## src/rtl/pipe4_pkg.sv

```systemverilog
package pipe4_pkg;
  localparam int INSTR_W = 32;
  localparam int NREG    = 16;
  localparam int REG_AW  = 4;
  localparam int IMM_W   = 16;

  typedef enum logic [3:0] {
    OP_NOP  = 4'd0,
    OP_ADD  = 4'd1,
    OP_SUB  = 4'd2,
    OP_MUL  = 4'd3,
    OP_ADDI = 4'd4,
    OP_BR   = 4'd5
  } op_e;

  typedef struct packed {
    logic [3:0]        opc;
    logic [REG_AW-1:0] rd;
    logic [REG_AW-1:0] rs1;
    logic [REG_AW-1:0] rs2;
    logic [IMM_W-1:0]  imm;
  } instr_t;
endpackage

```

## src/rtl/pipe4_regfile.sv

```systemverilog
module pipe4_regfile #(
  parameter int DATA_W = 32,
  parameter int NREG   = 16,
  parameter int NRD    = 2,
  localparam int AW    = $clog2(NREG)
) (
  input  logic                       clk,
  input  logic                       rst,
  input  logic                       we,
  input  logic [AW-1:0]              waddr,
  input  logic [DATA_W-1:0]          wdata,
  input  logic [NRD-1:0][AW-1:0]     raddr,
  output logic [NRD-1:0][DATA_W-1:0] rdata
);
  logic [DATA_W-1:0] regs [NREG];

  always_ff @(posedge clk) begin
    if (rst) begin
      for (int i = 0; i < NREG; i++) regs[i] <= '0;
    end else if (we && waddr != '0) begin
      regs[waddr] <= wdata;
    end
  end

  // write-through: a read in the write cycle sees the new value
  for (genvar p = 0; p < NRD; p++) begin : g_rd
    always_comb begin
      if (raddr[p] == '0)                 rdata[p] = '0;
      else if (we && waddr == raddr[p])   rdata[p] = wdata;
      else                                rdata[p] = regs[raddr[p]];
    end
  end
endmodule

```

## src/rtl/pipe4_exec.sv

```systemverilog
module pipe4_exec import pipe4_pkg::*; #(
  parameter int DATA_W  = 32,
  parameter int MUL_CYC = 3
) (
  input  logic              clk,
  input  logic              rst,
  input  logic              valid,
  input  op_e               op,
  input  logic [DATA_W-1:0] a,
  input  logic [DATA_W-1:0] b,
  input  logic [DATA_W-1:0] imm,
  output logic [DATA_W-1:0] result,
  output logic              busy
);
  localparam int CW = (MUL_CYC > 1) ? $clog2(MUL_CYC) : 1;

  logic [CW-1:0] cnt;
  logic          is_mul;

  assign is_mul = valid && (op == OP_MUL);
  assign busy   = is_mul && (cnt != CW'(MUL_CYC - 1));

  always_ff @(posedge clk) begin
    if (rst)       cnt <= '0;
    else if (busy) cnt <= cnt + 1'b1;
    else           cnt <= '0;
  end

  always_comb begin
    case (op)
      OP_ADD:  result = a + b;
      OP_SUB:  result = a - b;
      OP_MUL:  result = a * b;
      OP_ADDI: result = a + imm;
      default: result = '0;
    endcase
  end

  if (MUL_CYC > 1) begin : g_mul_chk
    // once a multiply starts, the stage keeps it for the next cycle
    assert_mul_held_R3: assert property (@(posedge clk) disable iff (rst)
      (is_mul && cnt == '0) |=> (valid && op == OP_MUL));
  end
endmodule

```

## src/rtl/pipe4_hazard.sv

```systemverilog
module pipe4_hazard #(
  parameter int AW = 4
) (
  input  logic          forward_en,
  input  logic          d_valid,
  input  logic          d_u1,
  input  logic          d_u2,
  input  logic [AW-1:0] d_rs1,
  input  logic [AW-1:0] d_rs2,
  input  logic          e_valid,
  input  logic          e_we,
  input  logic [AW-1:0] e_rd,
  input  logic          e_u1,
  input  logic          e_u2,
  input  logic [AW-1:0] e_rs1,
  input  logic [AW-1:0] e_rs2,
  input  logic          w_valid,
  input  logic          w_we,
  input  logic [AW-1:0] w_rd,
  input  logic          e_busy,
  output logic          stall_d,
  output logic          fwd_a,
  output logic          fwd_b
);
  logic raw;
  logic w_live;

  assign raw = !forward_en && d_valid && e_valid && e_we &&
               ((d_u1 && d_rs1 == e_rd) || (d_u2 && d_rs2 == e_rd));
  assign stall_d = e_busy || raw;

  assign w_live = forward_en && w_valid && w_we;
  assign fwd_a  = w_live && e_valid && e_u1 && (e_rs1 == w_rd);
  assign fwd_b  = w_live && e_valid && e_u2 && (e_rs2 == w_rd);
endmodule

```

## src/rtl/pipe4_core.sv

```systemverilog
module pipe4_core import pipe4_pkg::*; #(
  parameter int DATA_W  = 32,
  parameter int PC_W    = 6,
  parameter int MUL_CYC = 3
) (
  input  logic               clk,
  input  logic               rst,
  input  logic               forward_en,
  output logic               imem_req,
  output logic [PC_W-1:0]    imem_addr,
  input  logic               imem_ready,
  input  logic [INSTR_W-1:0] imem_rdata,
  output logic               wb_valid,
  output logic [REG_AW-1:0]  wb_rd,
  output logic [DATA_W-1:0]  wb_data
);
  localparam int EXT_W = DATA_W - IMM_W;

  // fetch / decode buffer
  logic [PC_W-1:0]    pc;
  logic               fd_valid;
  logic [INSTR_W-1:0] fd_instr;
  // decode / execute buffer
  logic               de_valid, de_we, de_u1, de_u2;
  op_e                de_op;
  logic [REG_AW-1:0]  de_rd, de_rs1, de_rs2;
  logic [DATA_W-1:0]  de_a, de_b, de_imm;
  // execute / write-back buffer (result register)
  logic               ew_valid, ew_we;
  logic [REG_AW-1:0]  ew_rd;
  logic [DATA_W-1:0]  ew_data;

  // decode
  instr_t             d_in;
  op_e                d_op;
  logic               d_alu, d_u1, d_u2, d_we;
  logic [DATA_W-1:0]  d_imm;
  logic [PC_W-1:0]    d_target;
  logic [1:0][DATA_W-1:0] rf_rdata;

  assign d_in = instr_t'(fd_instr);

  always_comb begin
    case (d_in.opc)
      OP_ADD, OP_SUB, OP_MUL, OP_ADDI, OP_BR: d_op = op_e'(d_in.opc);
      default:                                d_op = OP_NOP;
    endcase
  end

  assign d_alu    = (d_op == OP_ADD) || (d_op == OP_SUB) ||
                    (d_op == OP_MUL) || (d_op == OP_ADDI);
  assign d_u1     = d_alu && (d_in.rs1 != '0);
  assign d_u2     = d_alu && (d_op != OP_ADDI) && (d_in.rs2 != '0);
  assign d_we     = d_alu && (d_in.rd != '0);
  assign d_imm    = {{EXT_W{d_in.imm[IMM_W-1]}}, d_in.imm};
  assign d_target = d_in.imm[PC_W-1:0];

  pipe4_regfile #(.DATA_W(DATA_W), .NREG(NREG), .NRD(2)) u_rf (
    .clk   (clk),
    .rst   (rst),
    .we    (ew_valid && ew_we),
    .waddr (ew_rd),
    .wdata (ew_data),
    .raddr ({d_in.rs2, d_in.rs1}),
    .rdata (rf_rdata)
  );

  // hazard control
  logic e_busy, stall_d, fwd_a, fwd_b, br_take;

  pipe4_hazard #(.AW(REG_AW)) u_hz (
    .forward_en (forward_en),
    .d_valid    (fd_valid),
    .d_u1       (d_u1),
    .d_u2       (d_u2),
    .d_rs1      (d_in.rs1),
    .d_rs2      (d_in.rs2),
    .e_valid    (de_valid),
    .e_we       (de_we),
    .e_rd       (de_rd),
    .e_u1       (de_u1),
    .e_u2       (de_u2),
    .e_rs1      (de_rs1),
    .e_rs2      (de_rs2),
    .w_valid    (ew_valid),
    .w_we       (ew_we),
    .w_rd       (ew_rd),
    .e_busy     (e_busy),
    .stall_d    (stall_d),
    .fwd_a      (fwd_a),
    .fwd_b      (fwd_b)
  );

  assign br_take = fd_valid && (d_op == OP_BR) && !stall_d;

  // execute
  logic [DATA_W-1:0] e_a, e_b, e_result;
  assign e_a = fwd_a ? ew_data : de_a;
  assign e_b = fwd_b ? ew_data : de_b;

  pipe4_exec #(.DATA_W(DATA_W), .MUL_CYC(MUL_CYC)) u_ex (
    .clk    (clk),
    .rst    (rst),
    .valid  (de_valid),
    .op     (de_op),
    .a      (e_a),
    .b      (e_b),
    .imm    (de_imm),
    .result (e_result),
    .busy   (e_busy)
  );

  // pipeline registers
  always_ff @(posedge clk) begin
    if (rst) begin
      pc       <= '0;
      fd_valid <= 1'b0;
      de_valid <= 1'b0;
      ew_valid <= 1'b0;
    end else begin
      ew_valid <= de_valid && !e_busy;
      ew_we    <= de_we;
      ew_rd    <= de_rd;
      ew_data  <= e_result;

      if (e_busy) begin
        de_a <= e_a;          // keep a forwarded operand across the hold
        de_b <= e_b;
      end else if (stall_d) begin
        de_valid <= 1'b0;
      end else begin
        de_valid <= fd_valid;
        de_op    <= d_op;
        de_we    <= d_we;
        de_u1    <= d_u1;
        de_u2    <= d_u2;
        de_rd    <= d_in.rd;
        de_rs1   <= d_in.rs1;
        de_rs2   <= d_in.rs2;
        de_a     <= rf_rdata[0];
        de_b     <= rf_rdata[1];
        de_imm   <= d_imm;
      end

      if (!stall_d) begin
        if (br_take) begin
          pc       <= d_target;
          fd_valid <= 1'b0;
        end else if (imem_ready) begin
          pc       <= pc + 1'b1;
          fd_valid <= 1'b1;
          fd_instr <= imem_rdata;
        end else begin
          fd_valid <= 1'b0;
        end
      end
    end
  end

  assign imem_req  = !rst && !stall_d;
  assign imem_addr = pc;
  assign wb_valid  = ew_valid && ew_we;
  assign wb_rd     = ew_rd;
  assign wb_data   = ew_data;

  // a waiting fetch keeps its address and sends a bubble
  assert_fetch_wait_R4: assert property (@(posedge clk) disable iff (rst)
    (imem_req && !imem_ready && !br_take) |=> ($stable(imem_addr) && !fd_valid));
  // a taken branch squashes the fetched word and redirects
  assert_branch_squash_R7: assert property (@(posedge clk) disable iff (rst)
    br_take |=> (!fd_valid && imem_addr == $past(d_target)));
  // in interlock mode no consumer sits in execute next to its producer
  assert_interlock_R5: assert property (@(posedge clk) disable iff (rst)
    (!forward_en && de_valid && ew_valid && ew_we) |->
      (!(de_u1 && de_rs1 == ew_rd) && !(de_u2 && de_rs2 == ew_rd)));
  // no write to register 0 reaches write-back
  assert_no_r0_write_R8: assert property (@(posedge clk) disable iff (rst)
    (ew_valid && ew_we) |-> (ew_rd != '0));
  // execute drains into write-back whenever it is not held
  assert_exec_drains_R2: assert property (@(posedge clk) disable iff (rst)
    (de_valid && !e_busy) |=> ew_valid);
endmodule

```

## config.mk

```make
export PLATFORM = sky130hd
export DESIGN_NAME = pipe4_core
export DESIGN_NICKNAME = d
export VERILOG_FILES = /design/src/rtl/pipe4_pkg.sv /design/src/rtl/pipe4_regfile.sv /design/src/rtl/pipe4_exec.sv /design/src/rtl/pipe4_hazard.sv /design/src/rtl/pipe4_core.sv
export SDC_FILE = /design/constraint.sdc
export NUM_CORES = 2
export LEC_CHECK = 0
export BUFFER_PORTS_ARGS = -buffer_cell sky130_fd_sc_hd__buf_2
export CAP_MARGIN = 20
export CORE_MARGIN = 4
export CORE_UTILIZATION = 45
export CTS_CLUSTER_SIZE = 16
export DETAILED_ROUTE_END_ITERATION = 10
export GPL_TIMING_DRIVEN = 0
export SYNTH_ARGS = -nofsm -noshare
export SYNTH_HDL_FRONTEND = slang
export SYNTH_HIERARCHICAL = 1
export SYNTH_SLANG_ARGS = --single-unit
```

## constraint.sdc

```tcl
create_clock -name clk -period 8.55 [get_ports clk]
set_input_delay 1.2825 -clock clk [delete_from_list [all_inputs] [get_ports clk]]
set_output_delay 1.2825 -clock clk [all_outputs]
set_load 0.01 [all_outputs]
```

==> impl_metrics.env <==
export IMPL_synth_edf_count=680
export IMPL_drtIter0Drc=4379
export IMPL_ys_warn_count=6
export IMPL_crit_start="forward_en"
export IMPL_cts_sinks=691
export IMPL_synth_most_common_cell="and2_1"
export IMPL_fillers=10600
export IMPL_finalWorstSetupSlack_ns=-0.352
export IMPL_ys_top_cells_by_count="and2_1 (792), edfxtp_1 (680), fa_1 (409), inv_1 (402), nand2_1 (401)"
export IMPL_die_area_mm2=0.126
export IMPL_htreeDepth=3
export IMPL_synth_cell_types=74
export IMPL_critPathMaxFanout=6
export IMPL_status="finished, violations left"
export IMPL_drive_gt1_frac=0.174
export IMPL_grt_pass1_wl_mm=270
export IMPL_synthCells=4623
export IMPL_synth_area_leaders="edfxtp_1 (38%), fa_1 (15%), mux4_2 (11%)"
export IMPL_num_io_pins=80
export IMPL_synth_main_ff_cell="edfxtp_1"
export IMPL_slew_viol_final=0
export IMPL_max_slew_worst_pin_slew_ns=1.21
export IMPL_reg2reg_slack_ns=-0.24
export IMPL_post_route_period_util=1.04
export IMPL_finish_utilization=0.511
export IMPL_critPathKind="input port to register"
export IMPL_syn_avg_cell_area_um2=11.7
export IMPL_grt_pass1_vias=39400
export IMPL_cpPeakStageDelay_ns=0.62
export IMPL_clkTransAtPathRegs_ns=0.06
export IMPL_portBuffers=79
export IMPL_areaGrowthSynthToFinish_pct=12.9
export IMPL_die_w_um=355
export IMPL_grt_setup_unrepaired="yes"
export IMPL_ant_nets=0
export IMPL_crit_required_ns=8.86
export IMPL_clk_root_buffer_cell="clkbuf_16"
export IMPL_cts_buffers=77
export IMPL_arrival_ns=9.21
export IMPL_final_hold_viol_count=0
export IMPL_synth_area_mm2=0.0542
export IMPL_clockBufferDepth=3
export IMPL_cts_tree="built"
export IMPL_hold_worst_slack_ns=0.416
export IMPL_violations="setup timing"
export IMPL_cp_end_kind="register"
export IMPL_wl_mm=187
export IMPL_core_area_mm2=0.120
export IMPL_cap_viol_max_count=0
export IMPL_dpl_hpwl_mm=138
export IMPL_drt_pre_antenna_iters=7
export IMPL_ys_ff_latch=691
export IMPL_start_kind="input port"
export IMPL_overflow=0
export IMPL_die_y_um=355
export IMPL_globalplace_congestion=0.977
export IMPL_crit_path_frequent_cell="fa_1"
export IMPL_min_path_type="register to register"
export IMPL_grt_max_degree=41
export IMPL_row_count=127
export IMPL_yosys_area_top_type_share=0.377
export IMPL_finClkSkew_ns=0.0472
export IMPL_final_min_clock_period_ns=8.90
export IMPL_vias=38900
export IMPL_yosysSeqAreaShare=0.381
export IMPL_hold_start="d_in[12]"
export IMPL_antenna_found_initial=8
export IMPL_post_synth_top_area_cell="edfxtp_1"
export IMPL_wl_per_cell_um=28.5
export IMPL_fin_tns_setup_ns=-1.99
export IMPL_start_util=0.452
export IMPL_drc_errors=0
export IMPL_clk_insertion_delay_late_ns=0.66
export IMPL_grt_usage=0.294
export IMPL_slew_headroom=0.187
export IMPL_nets=5479
export IMPL_timing_rr_start="wb_rd[3]"
export IMPL_viasPerCell=5.93
export IMPL_synthArstFlopShare=0
export IMPL_cp_slowest_cell="fa_2"
export IMPL_setup_viol=11
export IMPL_max_freq_ghz=0.112
-- timing repair --
item                       in CTS  in global routing
buffers inserted               42                 28
resized for setup             247                 88
hold buffers                    0                  0
cloned                          1                  2
hold endpoints to repair        0                  0
setup endpoints to repair      22                 19
pin swaps                      41                 48
-- registers in the layout, summed over array words and instances (netlist names), 4 cells and up --
name and flops:
imem_addr 6, wb_rd 4, de_a 32, de_rd 4, de_rs1 4, de_imm 16, de_b 32, d_in 32
de_op 4, de_rs2 4, u_rf/regs 512, wb_data 32
-- placed cells by master (no fill, tap or decap), types with 23 or more instances in the layout --
master	n
xnor2_1	76
mux2_2	23
fa_1	398
nand2_1	401
nor3_1	52
xor2_1	58
buf_2	123
mux2_4	38
edfxtp_1	680
and2_1	788
nand2b_1	79
a21oi_1	47
nor2_1	255
or2_2	23
o21ai_0	55
buf_4	77
a32o_1	64
mux4_2	256
buf_6	34
clkbuf_1	180
clkbuf_16	84
ha_1	144
nand3b_1	66
mux2i_1	69
conb_1	33
inv_1	396
-- logic make-up (layout without fill, tap and decap cells) --
kind of cell	Yosys count	in the layout	synth area share
AO/OA/AOI/OAI	337	337	0.0453
XOR/XNOR	138	138	0.0223
adder cells (fa/ha/maj)	566	566	0.187
buffers and inverters	742	1025	0.0575
flip-flops	691	691	0.381
multiplexers	389	391	0.132
other	2	34	0.000139
AND/OR/NAND/NOR	1758	1758	0.174
-- critical path: cells and delay by family --
family / cells / cell delay, ns
AND/OR/NAND/NOR: 6 / 1.14
buffers and inverters: 9 / 0.85
multiplexers: 1 / 0.36
AO/OA/AOI/OAI: 6 / 0.86
adder cells (fa/ha/maj): 9 / 4.38
XOR/XNOR: 1 / 0.29
-- worst paths after layout --
check / end / cells past startpoint
worst min-delay path: de_imm[12] / 0
worst max-delay path: wb_data[29] / 32
worst min register to register: de_imm[12] / 0
worst max register to register: wb_data[29] / 31
-- cell type report --
cell class,instances,area (um^2),share of cell area
tap,1612,2020,0.0330
sequential,691,20600,0.337
antenna,1,2.50,0.0000409
inverter,402,1510,0.0247
clock inverter,39,380,0.00621
multi-input combinational,3223,31300,0.511
buffer,318,2060,0.0336
timing repair buffer,164,1270,0.0208
clock buffer,102,2040,0.0334
-- stage by stage --
step                      std cells  worst slack [ns]  area, um^2
final                          6552            -0.352       61200
after global routing           6551            -0.470       61200
after CTS                      6520            -0.287       60600
after detailed placement       6355             -2.49       57100
after global placement         6345             -2.51       56900
after floorplan                4654           -0.0674       54500
-- routing by layer --
| metal | wire length [um] | track usage | part of all wire | vias up |
|---|---|---|---|---|
| met2 | 83600 | 0.454 | 0.45 | 2058 |
| met4 | 7260 | 0.101 | 0.039 | 6 |
| met5 | 117 | 0.00538 | 0.00063 | - |
| li1 | - | - | - | 16400 |
| met1 | 77900 | 0.415 | 0.42 | 20000 |
| met3 | 18000 | 0.0628 | 0.096 | 393 |
Power is not shown: default switching activity piles up to over one toggle a cycle in this logic, so the estimate is an artifact.
